==> src/rtl/sc_pkg.sv <==
package sc_pkg;
  localparam int DATA_BITS  = 8;
  localparam int FRAME_BITS = DATA_BITS + 2;
  localparam int GUARD_BITS = 2;

  localparam logic [1:0] ADDR_CTRL = 2'd0;
  localparam logic [1:0] ADDR_TXD  = 2'd1;
  localparam logic [1:0] ADDR_RXD  = 2'd2;
  localparam logic [1:0] ADDR_STAT = 2'd3;

  localparam int CTL_EN  = 0;
  localparam int CTL_INV = 2;
  localparam int CTL_MSB = 3;

  localparam int STS_BUSY = 0;
  localparam int STS_FULL = 1;
  localparam int STS_PERR = 2;

  typedef enum logic [1:0] {
    ST_IDLE = 2'd0,
    ST_TX   = 2'd1,
    ST_RX   = 2'd2
  } scStateT;

  typedef struct packed {
    logic loadTx;
    logic shiftTx;
    logic startRx;
    logic sampleRx;
    logic storeRx;
    logic abort;
  } scStrobeT;
endpackage

==> src/rtl/sc_ctrl.sv <==
module sc_ctrl
  import sc_pkg::*;
#(
  parameter int DIV_W = 12
) (
  input  logic                 clk,
  input  logic                 rstN,
  input  logic                 standby,
  input  logic                 wrEn,
  input  logic [1:0]           addr,
  input  logic [DATA_BITS-1:0] wrData,
  input  logic [DIV_W-1:0]     baudDiv,
  input  logic                 rxFall,
  input  logic                 rxBit,
  input  logic                 parityBad,
  input  logic [DATA_BITS-1:0] rxData,
  output scStrobeT             strb,
  output logic                 enable,
  output logic                 invert,
  output logic                 msbFirst,
  output logic                 busy,
  output logic                 lineOe,
  output logic                 fullFlag,
  output logic                 perrFlag,
  output logic [DATA_BITS-1:0] rdData
);
  localparam int TOTAL_BITS = FRAME_BITS + GUARD_BITS;
  localparam int BIT_W      = $clog2(TOTAL_BITS);
  localparam logic [BIT_W-1:0] LAST_FRAME = BIT_W'(FRAME_BITS - 1);
  localparam logic [BIT_W-1:0] LAST_ALL   = BIT_W'(TOTAL_BITS - 1);
  localparam logic [BIT_W-1:0] FIRST_DAT  = BIT_W'(1);
  localparam logic [BIT_W-1:0] LAST_DAT   = BIT_W'(DATA_BITS);
  localparam logic [BIT_W-1:0] NUM_FRAME  = BIT_W'(FRAME_BITS);

  logic enQ, invQ, msbQ;
  logic fullQ, perrQ;
  logic [DATA_BITS-1:0] txByteQ;
  scStateT stateQ;
  logic [DIV_W-1:0] cntQ;
  logic [BIT_W-1:0] bitQ;

  logic ctrlWr, txWr, statWr;
  logic enNext, kill, isIdle, txGo, rxGo;
  logic bitEnd, midHit;
  logic [DIV_W-1:0] lastCnt, midCnt;

  always_comb begin
    ctrlWr  = wrEn && (addr == ADDR_CTRL);
    txWr    = wrEn && (addr == ADDR_TXD);
    statWr  = wrEn && (addr == ADDR_STAT);
    enNext  = standby ? 1'b0 : (ctrlWr ? wrData[CTL_EN] : enQ);
    kill    = !enNext;
    isIdle  = (stateQ == ST_IDLE);
    txGo    = isIdle && enQ && !kill && txWr;
    rxGo    = isIdle && enQ && !kill && !txWr && rxFall;
    lastCnt = baudDiv - 1'b1;
    midCnt  = baudDiv >> 1;
    bitEnd  = (cntQ == lastCnt);
    midHit  = (cntQ == midCnt);
  end

  always_comb begin
    strb          = '0;
    strb.loadTx   = txGo;
    strb.startRx  = rxGo;
    strb.abort    = kill;
    strb.shiftTx  = !kill && (stateQ == ST_TX) && bitEnd;
    strb.sampleRx = !kill && (stateQ == ST_RX) && midHit &&
                    (bitQ >= FIRST_DAT) && (bitQ <= LAST_DAT);
    strb.storeRx  = !kill && (stateQ == ST_RX) && midHit && (bitQ == LAST_FRAME);
  end

  // control register: only the three defined bits hold state
  always_ff @(posedge clk) begin
    if (!rstN || standby) begin
      enQ  <= 1'b0;
      invQ <= 1'b0;
      msbQ <= 1'b0;
    end else if (ctrlWr) begin
      enQ  <= wrData[CTL_EN];
      invQ <= wrData[CTL_INV];
      msbQ <= wrData[CTL_MSB];
    end
  end

  always_ff @(posedge clk) begin
    if (!rstN) txByteQ <= '0;
    else if (txWr) txByteQ <= wrData;
  end

  // sticky flags, a set from the receiver beats a software clear
  always_ff @(posedge clk) begin
    if (!rstN) begin
      fullQ <= 1'b0;
      perrQ <= 1'b0;
    end else begin
      if (strb.storeRx) fullQ <= 1'b1;
      else if (statWr && wrData[STS_FULL]) fullQ <= 1'b0;
      if (strb.storeRx && parityBad) perrQ <= 1'b1;
      else if (statWr && wrData[STS_PERR]) perrQ <= 1'b0;
    end
  end

  // sequencer: bit period counter and bit index
  always_ff @(posedge clk) begin
    if (!rstN) begin
      stateQ <= ST_IDLE;
      cntQ   <= '0;
      bitQ   <= '0;
    end else if (kill) begin
      stateQ <= ST_IDLE;
      cntQ   <= '0;
      bitQ   <= '0;
    end else begin
      unique case (stateQ)
        ST_IDLE: begin
          cntQ <= '0;
          bitQ <= '0;
          if (txGo) stateQ <= ST_TX;
          else if (rxGo) stateQ <= ST_RX;
        end
        ST_TX: begin
          if (bitEnd) begin
            cntQ <= '0;
            if (bitQ == LAST_ALL) stateQ <= ST_IDLE;
            else bitQ <= bitQ + 1'b1;
          end else begin
            cntQ <= cntQ + 1'b1;
          end
        end
        ST_RX: begin
          if (midHit && (bitQ == '0) && rxBit) begin
            stateQ <= ST_IDLE;
          end else if (midHit && (bitQ == LAST_FRAME)) begin
            stateQ <= ST_IDLE;
          end else if (bitEnd) begin
            cntQ <= '0;
            bitQ <= bitQ + 1'b1;
          end else begin
            cntQ <= cntQ + 1'b1;
          end
        end
        default: stateQ <= ST_IDLE;
      endcase
    end
  end

  always_comb begin
    enable   = enQ;
    invert   = invQ;
    msbFirst = msbQ;
    busy     = !isIdle;
    lineOe   = (stateQ == ST_TX) && (bitQ < NUM_FRAME);
    fullFlag = fullQ;
    perrFlag = perrQ;
    unique case (addr)
      ADDR_CTRL: begin
        rdData          = '0;
        rdData[CTL_EN]  = enQ;
        rdData[CTL_INV] = invQ;
        rdData[CTL_MSB] = msbQ;
      end
      ADDR_TXD: rdData = txByteQ;
      ADDR_RXD: rdData = rxData;
      default: begin
        rdData           = '0;
        rdData[STS_BUSY] = !isIdle;
        rdData[STS_FULL] = fullQ;
        rdData[STS_PERR] = perrQ;
      end
    endcase
  end
endmodule

==> src/rtl/sc_datapath.sv <==
module sc_datapath
  import sc_pkg::*;
#(
  parameter int SYNC_STAGES = 2
) (
  input  logic                 clk,
  input  logic                 rstN,
  input  scStrobeT             strb,
  input  logic [DATA_BITS-1:0] wrData,
  input  logic                 invert,
  input  logic                 msbFirst,
  input  logic                 oddParity,
  input  logic                 lineIn,
  output logic                 rxFall,
  output logic                 rxBit,
  output logic                 parityBad,
  output logic [DATA_BITS-1:0] rxData,
  output logic                 lineOut
);
  logic [SYNC_STAGES-1:0] syncQ;
  logic rxPrevQ;
  logic rxS;
  logic [FRAME_BITS-1:0] txShiftQ;
  logic [DATA_BITS-1:0] rxShiftQ, rxDataQ;
  logic [DATA_BITS-1:0] txCode, txLine;
  logic txPar;

  function automatic logic [DATA_BITS-1:0] flipOrder(input logic [DATA_BITS-1:0] v);
    logic [DATA_BITS-1:0] r;
    for (int i = 0; i < DATA_BITS; i++) r[i] = v[DATA_BITS-1-i];
    return r;
  endfunction

  generate
    if (SYNC_STAGES == 1) begin : g_sync_one
      always_ff @(posedge clk) begin
        if (!rstN) syncQ <= '1;
        else syncQ <= lineIn;
      end
    end else begin : g_sync_chain
      always_ff @(posedge clk) begin
        if (!rstN) syncQ <= '1;
        else syncQ <= {syncQ[SYNC_STAGES-2:0], lineIn};
      end
    end
  endgenerate

  assign rxS = syncQ[SYNC_STAGES-1];

  always_ff @(posedge clk) begin
    if (!rstN) rxPrevQ <= 1'b1;
    else rxPrevQ <= rxS;
  end

  // transmit: data shaped for the line, parity over the line form
  always_comb begin
    txCode = invert ? ~wrData : wrData;
    txLine = msbFirst ? flipOrder(txCode) : txCode;
    txPar  = (^txLine) ^ oddParity;
  end

  always_ff @(posedge clk) begin
    if (!rstN || strb.abort) txShiftQ <= '1;
    else if (strb.loadTx) txShiftQ <= {txPar, txLine, 1'b0};
    else if (strb.shiftTx) txShiftQ <= {1'b1, txShiftQ[FRAME_BITS-1:1]};
  end

  // receive: assemble in arrival order, shape on store
  always_ff @(posedge clk) begin
    if (!rstN || strb.startRx) rxShiftQ <= '0;
    else if (strb.sampleRx) begin
      if (msbFirst) rxShiftQ <= {rxShiftQ[DATA_BITS-2:0], rxS};
      else rxShiftQ <= {rxS, rxShiftQ[DATA_BITS-1:1]};
    end
  end

  always_ff @(posedge clk) begin
    if (!rstN) rxDataQ <= '0;
    else if (strb.storeRx) rxDataQ <= invert ? ~rxShiftQ : rxShiftQ;
  end

  always_comb begin
    rxFall    = rxPrevQ && !rxS;
    rxBit     = rxS;
    parityBad = ((^rxShiftQ) ^ rxS) != oddParity;
    rxData    = rxDataQ;
    lineOut   = txShiftQ[0];
  end
endmodule

==> src/rtl/sc_char_xcvr.sv <==
module sc_char_xcvr
  import sc_pkg::*;
#(
  parameter int DIV_W       = 12,
  parameter int SYNC_STAGES = 2
) (
  input  logic             clk,
  input  logic             rstN,
  input  logic             standby,
  input  logic             wrEn,
  input  logic [1:0]       addr,
  input  logic [7:0]       wrData,
  output logic [7:0]       rdData,
  input  logic [DIV_W-1:0] baudDiv,
  input  logic             oddParity,
  input  logic             lineIn,
  output logic             lineOut,
  output logic             lineOe
);
  scStrobeT strb;
  logic enable, invert, msbFirst, busy, fullFlag, perrFlag;
  logic rxFall, rxBit, parityBad;
  logic [DATA_BITS-1:0] rxData;

  sc_ctrl #(.DIV_W(DIV_W)) u_ctrl (
    .clk(clk), .rstN(rstN), .standby(standby), .wrEn(wrEn), .addr(addr),
    .wrData(wrData), .baudDiv(baudDiv), .rxFall(rxFall), .rxBit(rxBit),
    .parityBad(parityBad), .rxData(rxData), .strb(strb), .enable(enable),
    .invert(invert), .msbFirst(msbFirst), .busy(busy), .lineOe(lineOe),
    .fullFlag(fullFlag), .perrFlag(perrFlag), .rdData(rdData)
  );

  sc_datapath #(.SYNC_STAGES(SYNC_STAGES)) u_dp (
    .clk(clk), .rstN(rstN), .strb(strb), .wrData(wrData), .invert(invert),
    .msbFirst(msbFirst), .oddParity(oddParity), .lineIn(lineIn),
    .rxFall(rxFall), .rxBit(rxBit), .parityBad(parityBad), .rxData(rxData),
    .lineOut(lineOut)
  );
endmodule

==> config.mk <==
export PLATFORM = sky130hd
export DESIGN_NAME = sc_char_xcvr
export DESIGN_NICKNAME = d
export VERILOG_FILES = /design/src/rtl/sc_pkg.sv /design/src/rtl/sc_ctrl.sv /design/src/rtl/sc_datapath.sv /design/src/rtl/sc_char_xcvr.sv
export SDC_FILE = /design/constraint.sdc
export NUM_CORES = 1
export LEC_CHECK = 0
export ABC_AREA = 0
export BUFFER_PORTS_ARGS = -buffer_cell sky130_fd_sc_hd__buf_4
export CAP_MARGIN = 20
export CORE_ASPECT_RATIO = 0.75
export CORE_MARGIN = 5
export CORE_UTILIZATION = 50
export DETAILED_ROUTE_END_ITERATION = 8
export PLACE_DENSITY_LB_ADDON = 0.1
export SLEW_MARGIN = 20
export SYNTH_ARGS = -nofsm -noshare
export SYNTH_HDL_FRONTEND = slang
export SYNTH_SLANG_ARGS = --single-unit
==> constraint.sdc <==
create_clock -name clk -period 2.6 [get_ports clk]
set_input_delay 0.52 -clock clk [delete_from_list [all_inputs] [get_ports clk]]
set_output_delay 0.52 -clock clk [all_outputs]
set_load 0.01 [all_outputs]
Word level (Yosys, flattened, before mapping)
Cells that the tools add are included.
- flip-flop bits (word level): 60
- input port bits: 28
- output and inout port bits: 10
- logic and storage cells: 116
- add/sub/neg operators: 3
- order comparisons: 3
- eq/ne operators: 18
- multiplexer cells: 30
- bitwise gates (word level): 4
- reduce and logical (&&, ||, !) cells: 44
- operator list (cell ; number):
    2-to-1 mux 12 bit ; 3
    one-hot mux 12 bit (3 select lines) ; 1
    2-to-1 mux 8 bit ; 4
    one-hot mux 8 bit (3 select lines) ; 1
    logical AND 1 bit ; 23
    2-to-1 mux 10 bit ; 2
    2-to-1 mux 4 bit ; 5
    inverter 8 bit ; 2
    XOR reduction 8 bit ; 2
    adder 12 x 1 -> 12 bit, second input constant ; 1
    equality test 12 x 11 -> 1 bit ; 1
    equality test 12 bit ; 1
    2-to-1 mux 2 bit ; 6
    one-hot mux 4 bit (3 select lines) ; 1
    subtractor 12 x 1 -> 12 bit, second input constant ; 1
    equality test 4 bit, second input constant ; 2
    equality test 2 bit, second input constant ; 3
    2-to-1 mux 1 bit ; 6
    inequality test 2 x 1 -> 1 bit, second input constant ; 3
    inequality test 2 bit, second input constant ; 3
    inequality test 3 bit, second input constant ; 2
    one-hot mux 2 bit (3 select lines) ; 1
    AND reduction 6 bit ; 1
    nonzero test 2 bit ; 3
    15 further kinds ; 24

Longest topological paths before layout
Gate-level depths: netlist of the first run.
- depth after elaboration: 10
- gate-level depth with buffers: 12
- mapped depth without buffers: 10

Hierarchy
A second synthesis of the first run with hierarchy kept.
- cell total of the unflattened synthesis: 486
- area total of the unflattened synthesis: 4108.9 um2
- by module, submodules not included (module ; instances ; cells each ; area an instance (um2) ; seq. area each (um2)):
    sc_ctrl ; 1 ; 312 ; 2478.6 ; 620.6
    sc_datapath ; 1 ; 174 ; 1630.3 ; 580.6

Worst setup path before layout of the first run
No wires, ideal clock.
- path type: input to register
- start point: input port baudDiv[0]
- end point: register u_dp.txShiftQ[0]
- setup time: 0.128 ns
- arrival: 2.592 ns
- required time: 2.472 ns
- path slack: -0.120 ns
- stages on the path: 12
- buffers on the path: 2
- path through: inv_1 > ha_1 > nand2b_1 > clkbuf_1 > xnor2_1 > a2bb2oi_1 > o41ai_1 > nor2_1 > or3_1 > buf_6 > mux2i_1 > o21ai_1
- cells in the longest elaborated chain, start to end: 4
- ends and longest elaborated chain (item ; line ; text):
    start: declaration ; sc_char_xcvr.sv:14 ; input logic [DIV_W-1:0] baudDiv,
    subtractor 12 x 1 -> 12 bit ; sc_ctrl.sv:56 ; lastCnt = baudDiv - 1'b1;
    equality test 12 bit ; sc_ctrl.sv:58 ; bitEnd = (cntQ == lastCnt);
    logical AND 1 bit ; sc_ctrl.sv:67 ; strb.shiftTx = !kill && (stateQ == ST_TX) && bitEnd;
    nonzero test 2 bit (no line) ; n/a ;
    end signal: assignment ; sc_datapath.sv:64 ; else if (strb.loadTx) txShiftQ <= {txPar, txLine, 1'b0};
    end signal: assignment ; sc_datapath.sv:65 ; else if (strb.shiftTx) txShiftQ <= {1'b1, txShiftQ[FRAME_BITS-1:1]};
    end: declaration ; sc_datapath.sv:23 ; logic [FRAME_BITS-1:0] txShiftQ;
No other way between the ends.
A chain may end at the register's enable or synchronous reset.

Worst setup path after layout of the first run
- start point: input port baudDiv[3]
- end point: register u_ctrl.bitQ[2]
- cells in the longest elaborated chain, start to end: 5
- elaborated cells on any way between the ends: 11
- those cells by class: add/sub (1); eq/ne (6); reduce/logical (4)
- ends and longest elaborated chain (item ; line ; text):
    parallel branches: the longest is 4 deep, another holds subtractor 12 x 1 -> 12 bit ; n/a ;
    AND reduction 6 bit (no line) (*) ; n/a ;
    end signal: assignment ; sc_ctrl.sv:126 ; else bitQ <= bitQ + 1'b1;
    end signal: assignment ; sc_ctrl.sv:138 ; bitQ <= bitQ + 1'b1;
    end: declaration ; sc_ctrl.sv:40 ; logic [BIT_W-1:0] bitQ;
Every way passes the cells marked *.

==> metrics.md, run 1 <==
| Metric | Value |
|---|---|
| Layout Area Growth over Synthesis | 24.1% |
| Fin area | about 0.005 mm² |
| Synth area leader | dfxtp_1 |
| Placed cell areas | between 0.004 and 0.005 mm² |
| Post-route minimum period | roughly 2.5 ns |
| Die area | 0.00991 mm² |
| Final setup viols | 0 |
| Pre-CTS setup slack | -0.337 ns |
| Seq pwr share | between 40% and 50% |
| MaxCap Viol Count | 0 |
| H-tree depth | 3 |
| Sequential area share after synthesis | between 30 and 40% |
| Number of synthesized flops with an enable pin | 0 |
| # hold bufs at CTS | 0 |
| Worst Path Required | about 2.8 ns |
| Endpoints failing hold | 0 |
| CP Launch Type | primary input |
| Clock tree buffer depth | 2 |
| CP Class | primary input to register |
| DR vias | roughly 3.5k |
| Post-DP HPWL | approximately 7600 µm |
| Routed wire length | about 9900 µm |
| Switching Share | a little under a quarter |
| Clk sinks | 60 |
| Ant diodes | 0 |
| Die height | 87.5 µm |
| Nets@finish | 584 |
| GR Overflow Total | 0 |
| Top-count cell post-synth | dfxtp_1 |
| RSZ-0062 raised after global routing | yes |
| Final Wtd Congestion | between 0.9 and 1 |
| Pwr/cell area | 448 mW/mm² |
| Clock root buffer | clkbuf_8 |
| Fmax | roughly 0.4 GHz |
| DR iter-0 viols | 218 |
| Total CTS buffers | 9 |
| Die W | between 100 and 150 µm |
| Yosys reg bits | 60 |
| IR drop worst, VDD | 0.328 mV |
| Top_reg_cell synth | dfxtp_1 |
| Worst setup EP type | register |
| First drt pass iteration count | 4 |
| First-pass GRT wire length | ~17000 µm |
| Fin Clk Skew | 0.0109 ns |
| Antenna viol nets, final | 0 |
| CP max FO | 5 |
| Yosys cell types | a little under 60 |
| Worst EP arrival | about 2.7 ns |
| Final Slew Violations | 0 |
| Via/cell ratio | between 5 and 6 |
| Aggregate global-route resource usage | between 20% and 30% |
| I/O pin total | 38 |
| Post-Syn Nets | between 500 and 600 |
| CTS tree | yes |
| Worst hold path class | primary input to register |
| Initial Util | just over 50% |
| Leak Pwr | 1.87 nW |
| Clock share of power | ~47% |
| Buffers on Ports | 37 |
| Clk_lat worst skew | about 0.33 ns |
| Worst Slack Setup Final | about 0.08 ns |
| Ranking of synthesized cells by area | dfxtp_1 (30%), xnor2_1 (12%), mux2i_1 (7.8%), nor2_1 (4.8%), nand2_1 (3.8%) |
| Rows | 28 |
| Area share of the largest cell type after synthesis | a little under a third |
| Status | finished, final reports clean |
| Least-Margin Pin Slew | 0.428 ns |
| Psw | roughly 510 µW |
| Vias in the first global route | about 3.3k |
| Initial antenna violation count | 0 |
| Core box area | between 0.007 and 0.008 mm² |
| Gate Count Post-Synth | 488 |
| Residual DRC | 0 |
| Syn Std Cell Area | around 0.004 mm² |
| Layout cells sized above 1 | between 20% and 30% |
| Largest net degree at the start of global routing | 25 |
| Drt wl/cell | 15.1 µm |
| Logic pwr share | 11.6% |
| Synth Warn # | 0 |
| Synth top cells by count | dfxtp_1 (60), xnor2_1 (56), nor2_1 (51) |
| Cell internal pwr | around 1.7 mW |
| Relative slew margins | between 70% and 80% |
| Worst-path clk slew | around 0.07 ns |
| Final cycle utilization of the critical path | between 90 and 100% |
| Fraction of registers with async set/reset | 0% |
| Syn Area/Cell | just over 8 µm² |
==> per-stage QoR <==
stage	TNS (ns)	power, mW	std cells	utilization [%]	hold WS [ns]
finish	0	2.22	657	63.2	0.368
global route	-0.429	2.31	657	63.2	0.348
CTS	0	2.24	656	62.3	0.350
detailed placement	-7.86	1.20	640	59.2	0.399
global placement	-6.20	1.20	640	59.2	0.388
floorplan	0	1.09	488	-	0.386
==> logic make-up (layout without fill, tap and decap cells) <==
family	Yosys count	count (layout)	synth area share (%)
AND/OR/NAND/NOR	174	174	22.2
XOR/XNOR	71	71	15.9
buffers and inverters	47	111	4.72
AO/OA/AOI/OAI	93	93	15.1
flip-flops	60	60	30.0
adder cells (fa/ha/maj)	9	9	2.82
multiplexers	34	34	9.16
==> sequential cells by signal, indices dropped and copies added, names as in the netlist <==
signal,flops
u_dp.rxPrevQ,1
u_dp.rxData,8
u_ctrl.cntQ,12
u_ctrl.fullFlag,1
u_ctrl.enable,1
u_ctrl.txByteQ,8
u_ctrl.perrFlag,1
u_dp.syncQ,2
u_ctrl.msbFirst,1
u_ctrl.invert,1
u_ctrl.bitQ,4
u_dp.rxShiftQ,8
u_ctrl.stateQ,2
u_dp.txShiftQ,10
==> metal layers <==
| layer | track usage, % | vias to the layer above | part of all wire (%) |
|---|---|---|---|
| met1 | 33.2 | 1632 | 53 |
| met5 | 0 | - | 0 |
| met2 | 28.1 | 98 | 40 |
| met3 | 4.44 | 9 | 5.8 |
| met4 | 4.48 | 0 | 0.90 |
| li1 | - | 1800 | - |
==> final timing paths <==
| path | startpoint | to | slack (ns) | cells past startpoint |
|---|---|---|---|---|
| max | baudDiv[3] | u_ctrl.bitQ[2] | 0.08 | 9 |
| min | lineIn | u_dp.syncQ[0] | 0.37 | 2 |
| max reg2reg | u_ctrl.cntQ[2] | u_ctrl.bitQ[2] | 0.15 | 8 |
| min reg2reg | u_dp.syncQ[0] | u_dp.syncQ[1] | 0.41 | 1 |
==> placed cells by master, fill, tap and decap left out, types with 2 or more instances in the layout <==
cell	n
inv_1	14
o21ai_0	17
o21a_1	2
and2_1	10
nor3_1	9
bufinv_16	3
and3_1	2
o2111ai_1	3
nor3_2	2
o211ai_1	2
a22o_1	7
a2bb2oi_1	2
xor2_1	14
or3_1	4
a21boi_0	9
nand2_1	41
mux4_2	2
nor2_1	51
buf_12	3
o21ai_1	11
mux2i_1	30
buf_4	74
nand3_1	18
dfxtp_1	59
o31ai_1	3
nor2b_1	7
ha_1	9
buf_6	2
nand4_1	7
xnor2_1	56
nand2b_1	5
nor4_2	5
a21oi_1	24
clkbuf_8	10
==> worst max-delay path, stage by stage <==
cell,delay (ns)
buf_6,0.09
or4_4,0.58
nor3_4,0.19
a31oi_4,0.13
nor4_2,0.30
o211ai_2,0.16
a211oi_4,0.36
o22ai_1,0.14
a32o_1,0.26
==> repair_timing <==
item	in CTS	in global routing
setup endpoints to repair	0	19
gates resized for setup	0	15
setup buffers	0	1
==> cell type report <==
type | instances | area [µm²]
fillers | 699 | 2890
multi-input cells | 381 | 2670
flip-flops and latches | 60 | 1200
repair buffers | 80 | 653
clock buffers | 10 | 138
well taps | 105 | 131
clock inverters | 6 | 111
inverters | 15 | 56.3
==> power groups by stage <==
stage          combinational, mW  sequential [mW]  clock, mW
5_1_grt                    0.281            0.931       1.10
4_1_cts                    0.250            0.930       1.06
3_5_place_dp               0.249            0.951          0
2_1_floorplan              0.144            0.949          0
3_3_place_gp               0.246            0.951          0
6_report                   0.258            0.930       1.04
Power figures use the tool's default switching activity.
==> run 2: changes to the inputs <==
==> constraint.sdc (replaced) <==
create_clock -name clk -period 2.6 [get_ports clk]
set_input_delay 0.13 -clock clk [delete_from_list [all_inputs] [get_ports clk]]
set_output_delay 0.13 -clock clk [all_outputs]
set_load 0.01 [all_outputs]
==> metrics.md, run 2 (synthesis results as in run 1) <==
| Metric | Value |
|---|---|
| Worst EP arrival | about 2.7 ns |
| GR Overflow Total | 0 |
| Most frequent cells in the layout | dfxtp_1 (59), xnor2_1 (56), buf_4 (54), nor2_1 (51), nand2_1 (41) |
| Worst Path Required | around 2.8 ns |
| Top Registers | u_ctrl.cntQ (12), u_dp.txShiftQ (10) |
| Die area | a little under 0.01 mm² |
| Fin Hold WS | between 0.09 and 0.1 ns |
| Biggest register | u_ctrl.cntQ |
| Clock tree buffer depth | 2 |
| Post-DP HPWL | about 7300 µm |
| Antenna viol nets, final | 0 |
| Max stage delay on crit path | roughly 0.55 ns |
| CP Launch Type | register |
| Final Slew Violations | 0 |
| Layout cells sized above 1 | between 15 and 20% |
| Utilization after layout | between 50% and 60% |
| Residual DRC | 0 |
| Layout fillers | roughly 740 |
| Leak Pwr | between 1.5 and 2 nW |
| Via/cell ratio | roughly 5.5 |
| Worst hold path class | primary input to register |
| I/O pin total | 38 |
| Core box area | 0.00785 mm² |
| Least-Margin Pin Slew | between 0.9 and 1 ns |
| Relative slew margins | between 30% and 40% |
| H-tree depth | 3 |
| RSZ-0062 raised after global routing | no |
| CP Class | register to register |
| Nets@finish | 560 |
| Endpoints failing hold | 0 |
| Fin Clk Skew | about 0.012 ns |
| Hold-critical path depth | 2 |
| Initial Util | between 50% and 60% |
| Aggregate global-route resource usage | between 10% and 20% |
| Total power | 2.04 mW |
| Pre-CTS setup slack | -0.0109 ns |
| Buffers on Ports | 37 |
| Crit-path cells | xor2_1 > or4_1 > nor3_2 > nand3_1 > or3_1 > a21oi_1 > nor2_1 |
| Rows | 28 |
| Clock root buffer | clkbuf_8 |
| Total CTS buffers | 9 |
| Reg-to-Reg End | u_dp.rxShiftQ[5] |
| First drt pass iteration count | 5 |
| CP max FO | 16 |
| Die height | 87.5 µm |
| Clk sinks | 60 |
| Worst-path clk slew | around 0.07 ns |
| Placed cell areas | roughly 0.0044 mm² |
| FF-to-FF setup slack | approximately 0.17 ns |
| First-pass GRT wire length | 15800 µm |
| Largest net degree at the start of global routing | 25 |
| Final Wtd Congestion | between 0.9 and 1 |
| Hold_sp | rstN |
| Initial antenna violation count | 0 |
| Layout Area Growth over Synthesis | 16.6% |
| Routed wire length | 9600 µm |
| DR iter-0 viols | 238 |
| Final setup viols | 0 |
| Final cycle utilization of the critical path | between 90% and 100% |
| Commonest non-fill, non-tap cell in the layout | dfxtp_1 |
| Ant diodes | 0 |
| IR drop worst, VDD | ~0.24 mV |
| Vias in the first global route | 3099 |
| DR vias | roughly 3.5k |
| Crit. Startpoint | u_ctrl.cntQ[6] |
| Worst Reg-to-Reg Cells | 7 |
| Worst path slowest cell | or3_1 |
| Drt wl/cell | about 15 µm |
| Post-route minimum period | between 2 and 2.5 ns |
| CTS tree | yes |
| Fin area | 0.00467 mm² |
| Hold Path Sink | u_dp.syncQ[0] |
| Die W | 113 µm |
| Pwr/cell area | 437 mW/mm² |
| Max reg flops | 12 |
| Fmax | approximately 0.41 GHz |
| Worst Slack Setup Final | between 0.15 and 0.2 ns |
| Clk_lat worst skew | about 0.34 ns |
| Status | finished, final reports clean |
| Worst setup EP type | register |
| MaxCap Viol Count | 0 |
| Reg-to-reg startpoint | u_ctrl.cntQ[6] |
==> run 2: cell types whose count changed in the layout (fill, tap and decap cells not counted), moves of 2 or more <==
cell | previous run | this run
buf_4 | 74 | 54
buf_12 | 3 | 0
bufinv_16 | 3 | 1
nor4_1 | 1 | 3
nor4_2 | 5 | 3
==> run 2: layout make-up <==
class	count	area, µm²	share of cell area (%)
Clock buffer	11	151	3.24
Clock inverter	5	58.8	1.26
Inverter	15	56.3	1.21
Multi-Input combinational cell	381	2640	56.6
Sequential cell	60	1200	25.8
Tap cell	105	131	2.82
Timing Repair Buffer	56	427	9.14
==> run 2: per-layer routing <==
layer	vias to the layer above	GRT usage (%)	part of all wire (%)
met4	0	4.91	0.76
met3	9	4.24	5.5
met1	1617	32.0	55
met2	80	26.3	39
li1	1755	-	-
met5	-	0	0
==> run 2: worst max-delay path by stage <==
stage,endpoint,slack [ns],depth (start not counted)
after floorplan,u_dp.rxShiftQ[0],0.25,10
after global placement,u_ctrl.bitQ[2],0.04,11
after detailed placement,u_ctrl.bitQ[2],-0.01,11
after CTS,u_ctrl.bitQ[2],0.03,8
after global routing,u_dp.rxShiftQ[5],0.007,8
final,u_dp.rxShiftQ[5],0.17,7
==> run 2: per-stage QoR <==
step	setup TNS, ns	instances
after floorplan	0	488
after global placement	0	615
after detailed placement	-0.0109	615
after CTS	0	632
after global routing	0	633
final	0	633
==> run 2: what timing repair did <==
item / in CTS / in global routing
endpoints found under the setup margin: 0 / 27
hold endpoints to repair: 1 / 0
resized for setup: 0 / 8
hold buffers: 1 / 0
buffers inserted: 0 / 1
==> run 2: critical path: cells and delay by family, from the launching register on <==
family | cells | cell delay (ns)
simple gates | 5 | 1.59
flops | 1 | 0.34
compound gates | 1 | 0.24
xor+xnor | 1 | 0.16
==> run 2: power breakdown <==
group / total (mW) / internal, mW / switching, mW
Sequential: 0.932 / 0.925 / 0.00706
Clock: 0.877 / 0.496 / 0.381
Combinational: 0.230 / 0.108 / 0.121
==> run 3: changes to the inputs <==
Settings changed: CELL_PAD_IN_SITES_DETAIL_PLACEMENT from default to 0, CELL_PAD_IN_SITES_GLOBAL_PLACEMENT from default to 2, CORE_UTILIZATION 50 to 32, PLACE_DENSITY from default to 0.77, PLACE_DENSITY_LB_ADDON 0.1 to default.
==> metrics.md, run 3 (synthesis results as in run 1) <==
| Metric | Value |
|---|---|
| GR Overflow Total | 0 |
| Worst Path Required | 2.81 ns |
| DR vias | roughly 3.4k |
| Post-DP HPWL | between 7000 and 8000 µm |
| Post-route insts no fill | just under 700 |
| Pre-CTS setup slack | 0.0839 ns |
| Post-route minimum period | around 2.4 ns |
| Post-CTS setup buffer count | 0 |
| Reg-to-reg startpoint | u_ctrl.cntQ[6] |
| Hold_sp | wrData[3] |
| Final Wtd Congestion | ~0.87 |
| IR drop worst, VDD | between 0.3 and 0.4 mV |
| Ant diodes | 0 |
| Layout fillers | ~1.3k |
| Residual DRC | 0 |
| Layout Area Growth over Synthesis | 20.8% |
| Worst hold path class | primary input to register |
| Utilization after layout | about two fifths |
| Core box area | approximately 0.012 mm² |
| Final Slew Violations | 0 |
| Worst path slowest cell | or3_1 |
| TNS Setup | 0 ns |
| Dpl cells | between 600 and 700 |
| Clock tree buffer depth | 2 |
| Clk_lat worst skew | about 0.33 ns |
| CP Class | register to register |
| MaxCap Viol Count | 0 |
| Clk sinks | 60 |
| Initial antenna violation count | 0 |
| Least-Margin Pin Slew | approximately 0.95 ns |
| Pwr/cell area | between 400 and 500 mW/mm² |
| Worst EP arrival | between 2 and 3 ns |
| Routed wire length | slightly below 10000 µm |
| Worst Slack Setup Final | around 0.19 ns |
| First-pass GRT wire length | about 17000 µm |
| I/O pin total | 38 |
| Leak Pwr | approximately 1.8 nW |
| H-tree depth | 3 |
| Total CTS buffers | 9 |
| Worst-path clk slew | ~0.050 ns |
| Rows | 35 |
| Buffers on Ports | 37 |
| Endpoints failing hold | 0 |
| Placed cell areas | around 0.0045 mm² |
| RSZ-0062 raised after global routing | no |
| Biggest register | u_ctrl.cntQ |
| First drt pass iteration count | 5 |
| CTS tree | yes |
| Worst setup EP type | register |
| Max reg flops | 12 |
| Largest net degree at the start of global routing | 25 |
| CP max FO | 16 |
| DR iter-0 viols | between 100 and 150 |
| CP Launch Type | register |
| Commonest non-fill, non-tap cell in the layout | dfxtp_1 |
| Crit path max-delay family | simple AND/OR/NAND/NOR gates |
| Die height | about 110 µm |
| Total power | between 2 and 2.5 mW |
| Max stage delay on crit path | 0.55 ns |
| Die W | 139 µm |
| Number of buffers and inverters on the critical path | 0 |
| Crit. Startpoint | u_ctrl.cntQ[6] |
| Relative slew margins | a little over a third |
| Fin area | 0.00483 mm² |
| Fin Clk Skew | approximately 0.0079 ns |
| Top Registers | u_ctrl.cntQ (12), u_dp.txShiftQ (10) |
| Final setup viols | 0 |
| Fin Hold WS | between 0.1 and 0.15 ns |
| Layout cells sized above 1 | 16.4% |
| Fmax | 0.416 GHz |
| Crit-path cells | xor2_1 > or4_1 > nor3_2 > nand3_1 > or3_1 > a21oi_1 > nor2_1 |
| Aggregate global-route resource usage | ~14% |
| Initial Util | about a third |
| Nets@finish | around 560 |
| Drt wl/cell | about 14 µm |
| Most frequent cells in the layout | dfxtp_1 (60), buf_4 (56), xnor2_1 (55), nor2_1 (51), nand2_1 (41) |
| Antenna viol nets, final | 0 |
| Via/cell ratio | 4.87 |
| Status | finished, final reports clean |
| Die area | between 0.01 and 0.015 mm² |
| Clock root buffer | clkbuf_16 |
| Vias in the first global route | 3235 |
| Final cycle utilization of the critical path | between 90 and 100% |
[run 3: cell types whose count changed in the layout (fill, tap and decap cells not counted), sizes merged]
cell	delta
buf	+2
inv	-1
[run 3: worst paths after layout]
path                            to  slack (ns)  depth (start not counted)
setup / recovery  u_dp.rxShiftQ[0]        0.19                          7
hold / removal     u_ctrl.msbFirst        0.10                          3
setup reg to reg  u_dp.rxShiftQ[0]        0.19                          7
hold reg to reg      u_dp.syncQ[1]        0.41                          1
[run 3: cell type report]
cell class	count	area (µm²)	area share, %
repair buffers	58	450	9.32
multi-input cells	381	2620	54.3
clock inverters	4	50.0	1.04
flip-flops and latches	60	1200	24.9
inverters	15	56.3	1.17
clock buffers	11	243	5.02
well taps	166	208	4.30
[run 3: layer usage]
metal | global-route usage (%) | up-vias | part of all wire, %
met2 | 19.5 | 48 | 40
met5 | 0 | - | 0
met4 | 4.19 | 0 | 1.1
met3 | 3.30 | 8 | 4.4
li1 | - | 1771 | -
met1 | 20.9 | 1561 | 54
[run 3: repair_timing]
action / in CTS / in global routing
setup endpoints to repair: 0 / 12
hold buffers: 1 / 0
hold endpoints to repair: 1 / 0
gates resized for setup: 0 / 2
[run 3: tightest hold or removal path, delay by kind of cell]
kind                   cells  cell delay, ns
buffers and inverters      1            0.12
multiplexers               1            0.07
AND/OR/NAND/NOR            1            0.07
[run 3: power by group]
| group | internal (mW) | switching, mW | total, mW |
|---|---|---|---|
| logic | 0.107 | 0.120 | 0.228 |
| clock network | 0.760 | 0.417 | 1.18 |
| registers | 0.927 | 0.00706 | 0.934 |
